`config.mk`:
```
export PLATFORM = sky130hd
export DESIGN_NAME = pix_frame_serializer
export DESIGN_NICKNAME = d
export VERILOG_FILES = /design/src/rtl/pfs_pkg.sv /design/src/rtl/pfs_pclk_edge.sv /design/src/rtl/pfs_scrambler.sv /design/src/rtl/pfs_frame_shifter.sv /design/src/rtl/pix_frame_serializer.sv
export SDC_FILE = /design/constraint.sdc
export NUM_CORES = 1
export LEC_CHECK = 0
export ABC_AREA = 1
export BUFFER_PORTS_ARGS = -buffer_cell sky130_fd_sc_hd__buf_2
export CORE_MARGIN = 3
export CORE_UTILIZATION = 53
export CTS_BUF_LIST = sky130_fd_sc_hd__clkbuf_4 sky130_fd_sc_hd__clkbuf_8
export CTS_CLUSTER_DIAMETER = 200
export DETAILED_ROUTE_END_ITERATION = 10
export HOLD_SLACK_MARGIN = 0.1
export PLACE_DENSITY_LB_ADDON = 0.1
export SYNTH_ARGS = -nofsm -noshare
export SYNTH_HDL_FRONTEND = slang
export SYNTH_SLANG_ARGS = --single-unit
```
`constraint.sdc`:
```
create_clock -name clk_i -period 4 [get_ports clk_i]
set_input_delay 0.6 -clock clk_i [delete_from_list [all_inputs] [get_ports clk_i]]
set_output_delay 0.6 -clock clk_i [all_outputs]
set_load 0.01 [all_outputs]
```
`src/rtl/pfs_pkg.sv`:
```
package pfs_pkg;
  localparam int PFS_COLOR_W = 24;
  localparam int PFS_KEY_W   = 15;
  localparam logic [PFS_KEY_W-1:0] PFS_KEY_SEED = 15'h4A5F;
  // start + stop + two control slots around the colour payload
  localparam int PFS_OVERHEAD = 4;
endpackage

```
`src/rtl/pfs_pclk_edge.sv`:
```
module pfs_pclk_edge (
  input  logic clk_i,
  input  logic rst_i,
  input  logic pclk_i,
  input  logic fall_sel_i,
  output logic capture_o
);
  logic lvl_q;
  logic lvl_prev_q;

  always_ff @(posedge clk_i) begin
    if (rst_i) begin
      lvl_q      <= 1'b0;
      lvl_prev_q <= 1'b0;
    end else begin
      lvl_q      <= pclk_i;
      lvl_prev_q <= lvl_q;
    end
  end

  always_comb begin
    if (fall_sel_i) capture_o = ~lvl_q & lvl_prev_q;
    else            capture_o = lvl_q & ~lvl_prev_q;
  end

  AST_CAPTURE_SINGLE: assert property (@(posedge clk_i) disable iff (rst_i)
    capture_o |=> !capture_o);
endmodule

```
`src/rtl/pfs_scrambler.sv`:
```
module pfs_scrambler #(
  parameter int KEY_W = pfs_pkg::PFS_KEY_W,
  parameter logic [KEY_W-1:0] SEED = pfs_pkg::PFS_KEY_SEED
) (
  input  logic clk_i,
  input  logic rst_i,
  input  logic step_i,
  output logic key_o
);
  logic [KEY_W-1:0] key_q;

  always_ff @(posedge clk_i) begin
    if (rst_i)       key_q <= SEED;
    else if (step_i) key_q <= {key_q[KEY_W-2:0], key_q[KEY_W-1] ^ key_q[KEY_W-2]};
  end

  assign key_o = key_q[KEY_W-1];

  AST_KEY_NONZERO: assert property (@(posedge clk_i) disable iff (rst_i)
    key_q != '0);
  AST_KEY_HOLDS: assert property (@(posedge clk_i) disable iff (rst_i)
    !step_i |=> $stable(key_q));
endmodule

```
`src/rtl/pfs_frame_shifter.sv`:
```
module pfs_frame_shifter #(
  parameter int COLOR_W = pfs_pkg::PFS_COLOR_W
) (
  input  logic               clk_i,
  input  logic               rst_i,
  input  logic               load_i,
  input  logic [COLOR_W-1:0] color_i,
  input  logic               ctrl_a_i,
  input  logic               ctrl_b_i,
  output logic               bit_o,
  output logic               busy_o,
  output logic               lead_o,
  output logic               color_slot_o
);
  localparam int HALF    = COLOR_W / 2;
  localparam int FRAME_W = COLOR_W + pfs_pkg::PFS_OVERHEAD;
  localparam int SLOT_W  = $clog2(FRAME_W);
  localparam logic [SLOT_W-1:0] S_HI_FIRST = SLOT_W'(1);
  localparam logic [SLOT_W-1:0] S_HI_LAST  = SLOT_W'(HALF);
  localparam logic [SLOT_W-1:0] S_LO_FIRST = SLOT_W'(HALF + 3);
  localparam logic [SLOT_W-1:0] S_LO_LAST  = SLOT_W'(2 * HALF + 2);
  localparam logic [SLOT_W-1:0] S_END      = SLOT_W'(FRAME_W - 1);

  logic [FRAME_W-1:0] shift_q;
  logic [SLOT_W-1:0]  slot_q;
  logic               busy_q;
  logic [FRAME_W-1:0] frame_d;

  assign frame_d = {1'b1, color_i[COLOR_W-1:HALF], ctrl_a_i, ctrl_b_i,
                    color_i[HALF-1:0], 1'b0};

  always_ff @(posedge clk_i) begin
    if (rst_i) begin
      shift_q <= '0;
      slot_q  <= '0;
      busy_q  <= 1'b0;
    end else if (load_i) begin
      shift_q <= frame_d;
      slot_q  <= '0;
      busy_q  <= 1'b1;
    end else if (busy_q) begin
      shift_q <= {shift_q[FRAME_W-2:0], 1'b0};
      if (slot_q == S_END) begin
        slot_q <= '0;
        busy_q <= 1'b0;
      end else begin
        slot_q <= slot_q + SLOT_W'(1);
      end
    end
  end

  assign bit_o        = shift_q[FRAME_W-1];
  assign busy_o       = busy_q;
  assign lead_o       = busy_q && (slot_q == '0);
  assign color_slot_o = busy_q &&
                        (((slot_q >= S_HI_FIRST) && (slot_q <= S_HI_LAST)) ||
                         ((slot_q >= S_LO_FIRST) && (slot_q <= S_LO_LAST)));

  AST_SLOT_RANGE: assert property (@(posedge clk_i) disable iff (rst_i)
    slot_q <= S_END);
  AST_START_ONE: assert property (@(posedge clk_i) disable iff (rst_i)
    (busy_q && slot_q == '0) |-> shift_q[FRAME_W-1]);
  AST_STOP_ZERO: assert property (@(posedge clk_i) disable iff (rst_i)
    (busy_q && slot_q == S_END) |-> !shift_q[FRAME_W-1]);
endmodule

```
`src/rtl/pix_frame_serializer.sv`:
```
module pix_frame_serializer #(
  parameter int COLOR_W = pfs_pkg::PFS_COLOR_W,
  parameter int KEY_W   = pfs_pkg::PFS_KEY_W,
  parameter logic [KEY_W-1:0] SEED = pfs_pkg::PFS_KEY_SEED
) (
  input  logic               clk_i,
  input  logic               rst_i,
  input  logic               pclk_i,
  input  logic               cap_fall_i,
  input  logic [COLOR_W-1:0] rgb_i,
  input  logic               hsync_i,
  input  logic               vsync_i,
  input  logic               de_i,
  output logic               serial_o,
  output logic               frame_start_o
);
  logic capture;
  logic cur_bit;
  logic busy;
  logic lead;
  logic color_slot;
  logic key_bit;
  logic serial_q;
  logic start_q;

  pfs_pclk_edge i_edge (
    .clk_i      (clk_i),
    .rst_i      (rst_i),
    .pclk_i     (pclk_i),
    .fall_sel_i (cap_fall_i),
    .capture_o  (capture)
  );

  pfs_frame_shifter #(.COLOR_W(COLOR_W)) i_shift (
    .clk_i        (clk_i),
    .rst_i        (rst_i),
    .load_i       (capture),
    .color_i      (rgb_i),
    .ctrl_a_i     (de_i ^ vsync_i),
    .ctrl_b_i     (de_i ^ hsync_i),
    .bit_o        (cur_bit),
    .busy_o       (busy),
    .lead_o       (lead),
    .color_slot_o (color_slot)
  );

  pfs_scrambler #(.KEY_W(KEY_W), .SEED(SEED)) i_scr (
    .clk_i  (clk_i),
    .rst_i  (rst_i),
    .step_i (color_slot),
    .key_o  (key_bit)
  );

  always_ff @(posedge clk_i) begin
    if (rst_i) begin
      serial_q <= 1'b0;
      start_q  <= 1'b0;
    end else begin
      serial_q <= busy & (cur_bit ^ (color_slot & key_bit));
      start_q  <= lead;
    end
  end

  assign serial_o      = serial_q;
  assign frame_start_o = start_q;

  AST_START_IS_HIGH: assert property (@(posedge clk_i) disable iff (rst_i)
    frame_start_o |-> serial_o);
  AST_START_ONE_SLOT: assert property (@(posedge clk_i) disable iff (rst_i)
    frame_start_o |=> !frame_start_o);
endmodule

```
==> summary.md <==
| Metric | Value |
|---|---|
| TNS Setup | 0 ns |
| Final Hold Fails | 0 |
| Port Buffers | 32 |
| Period utilization | 50.0% |
| Wire length per cell | 11.8 µm |
| Commonest non-fill, non-tap cell in the layout | nand3_1 |
| Initial Util | 56.1% |
| Fmax | 500 MHz |
| Post-CTS Hold Buffers | 0 |
| Pin count of the biggest net entering global routing | 53 |
| Die area | 5150 µm² |
| Post-layout min period | 2.00 ns |
| RSZ-0062 raised after global routing | no |
| Initial antenna violation count | 0 |
| Post-layout nets | 357 |
| Cell Count, Final, Fillers Out | 372 |
| Yosys warns | 0 |
| Synth-to-layout area growth | 10.7% |
| Crit path kind | primary input to flop |
| Core ar. | 4090 µm² |
| Max-Cap Viols | 0 |
| Critical Path RT | 4.22 ns |
| Vias per cell | 5.36 |
| Site row count | 23 |
| PostCTS Resize Cnt | 0 |
| Worst-path fanout max | 52 |
| First-pass GRT wire length | 7.48 mm |
| Share of cells above drive strength 1 | 16.5% |
| Clk sinks | 52 |
| Worst-path clk slew | 0.10 ns |
| Vias in the first global route | 1719 |
| Commonest cells after routing, fill and taps aside | nand3_1, nand2_1, dfxtp_1, buf_2, nor2_1 |
| Worst Tran Pin Value | 0.731 ns |
| Final HPWL DP | 2.73 mm |
| Via count | 1995 |
| Synth Instances | 301 |
| GR Overflow Total | 0 |
| Clk_skew | 0.00934 ns |
| WL final | 4.38 mm |
| Die X | 71.8 µm |
| Dpl cells | 364 |
| Die H | 71.8 µm |
| Number of synthesized register bits | 52 |
| Seq/Total Area, Yosys | 45.4% |
| Root buf cell | clkbuf_8 |
| TritonRoute pass-1 iters | 4 |
| Fin. max-slew vios | 0 |
| Final Power | 1.03 mW |
| Outcome | finished, final reports clean |
| All-layer global routing usage | 17.9% |
| Static leakage | 1.00 nW |
| Drt drc | 0 |
| PwrDens | 407 nW/µm² |
| ANT cells | 0 |
| Crit. End Element | flop |
| CTS tree | yes |
| Routed Antenna Nets | 0 |
| RePlAce Congestion | 0.781 |
| Final Setup Violations | 0 |
| Synthesized area | 2290 µm² |
| Initial DRC count | 125 |
| H-tree depth | 2 |
| Slew headroom | 51.2% |
| Arrival time worst endpoint | 2.22 ns |
| I/O pin total | 33 |
| Clk Latency, worst-skew pair | 0.30 ns |
| Hold WC Path Type | flop to flop |
| Syn_area_per_cell | 7.62 µm² |
| Setup bufs post-CTS | 0 |
| Mapped Nets | 337 |
| VDD IR max | 244 µV |
| TritonCTS buffer count | 5 |
| Netlist cell types | 30 |
| Worst setup SP type | primary input |
| CTS Buffer Depth | 2 |
[synthesized netlist by cell type]
cell type  number  area share [%]
nand3_1        62              14
nand2_1        54             8.8
dfxtp_1        52              45
nor2_1         25             4.1
a31oi_1        23             6.3
inv_1          16             2.6
o21ai_0        13             2.8
a21oi_1         8             1.7
buf_2           7             1.5
clkbuf_1        6            0.98
ha_1            5             2.7
buf_1           3            0.49
nand2_2         3            0.82
nor2_2          3            0.82
buf_4           2            0.65
buf_6           2            0.98
inv_2           2            0.33
nand4_1         2            0.55
xor2_1          2            0.76
clkinv_1        1            0.16
inv_4           1            0.27
nand2_4         1            0.49
nand2_8         1            0.87
nand3b_1        1            0.33
nor3_1          1            0.22
o211ai_1        1            0.33
o21ai_2         1            0.38
o22ai_1         1            0.27
o31ai_1         1            0.33
xnor2_1         1            0.38
[flip-flops by register name, summed over array words and instances, names as in the netlist]
register and flops:
frame_start_o 1, i_edge.lvl_prev_q 1, serial_o 1, i_shift.busy_o 1, i_shift.shift_q 27, i_edge.lvl_q 1
i_shift.slot_q 5, i_scr.key_q 15
[cells by family after synthesis]
group | Yosys count | synth area share, %
flops | 52 | 45.4
compound gates | 48 | 12.2
buf+inv | 40 | 8.02
xor+xnor | 3 | 1.15
fa+ha+maj | 5 | 2.73
simple gates | 153 | 30.6
[report_power, final]
group / internal [mW] / switching (mW)
sequential: 0.540 / 0.0123
clock: 0.205 / 0.171
combinational: 0.0391 / 0.0664
[worst max-delay path: stages]
cell     delay (ns)
buf_2          0.10
nand3_1        0.08
nand2_2        0.31
inv_2          0.68
nand3_1        0.21
a31oi_1        0.21
[cell type report]
cell class / count / area [µm²]
multi-input cells: 209 / 1070
repair buffers: 33 / 168
inverters: 20 / 77.6
flip-flops and latches: 52 / 1040
fillers: 379 / 1550
clock buffers: 6 / 82.6
well taps: 50 / 62.6
clock inverters: 2 / 38.8
[through the flow]
step | hold WS [ns] | utilization [%] | instance area, µm² | worst slack [ns]
after floorplan | 0.429 | - | 2290 | 2.46
after global placement | 0.440 | 59.2 | 2420 | 1.74
after detailed placement | 0.447 | 59.2 | 2420 | 1.70
after CTS | 0.469 | 62.1 | 2540 | 1.97
after global routing | 0.493 | 62.1 | 2540 | 1.75
final | 0.463 | 62.1 | 2540 | 2.00
[path summary, 6_finish.rpt]
check,startpoint,endpoint,slack [ns],depth (start not counted)
worst max-delay path,cap_fall_i,i_shift.shift_q[9],2.00,6
worst min-delay path,i_scr.key_q[3],i_scr.key_q[4],0.46,2
worst max register to register,i_edge.lvl_q,i_shift.shift_q[9],2.00,7
worst min register to register,i_scr.key_q[3],i_scr.key_q[4],0.46,2
[per-layer routing]
| layer | vias up | global-route usage (%) | wire, µm |
|---|---|---|---|
| met5 | - | 0 | 0 |
| met4 | 0 | 6.26 | 61 |
| met3 | 7 | 3.93 | 181 |
| met2 | 33 | 29.6 | 2040 |
| met1 | 900 | 23.1 | 2090 |
| li1 | 1055 | - | - |
(Power assumes the default switching activity.)
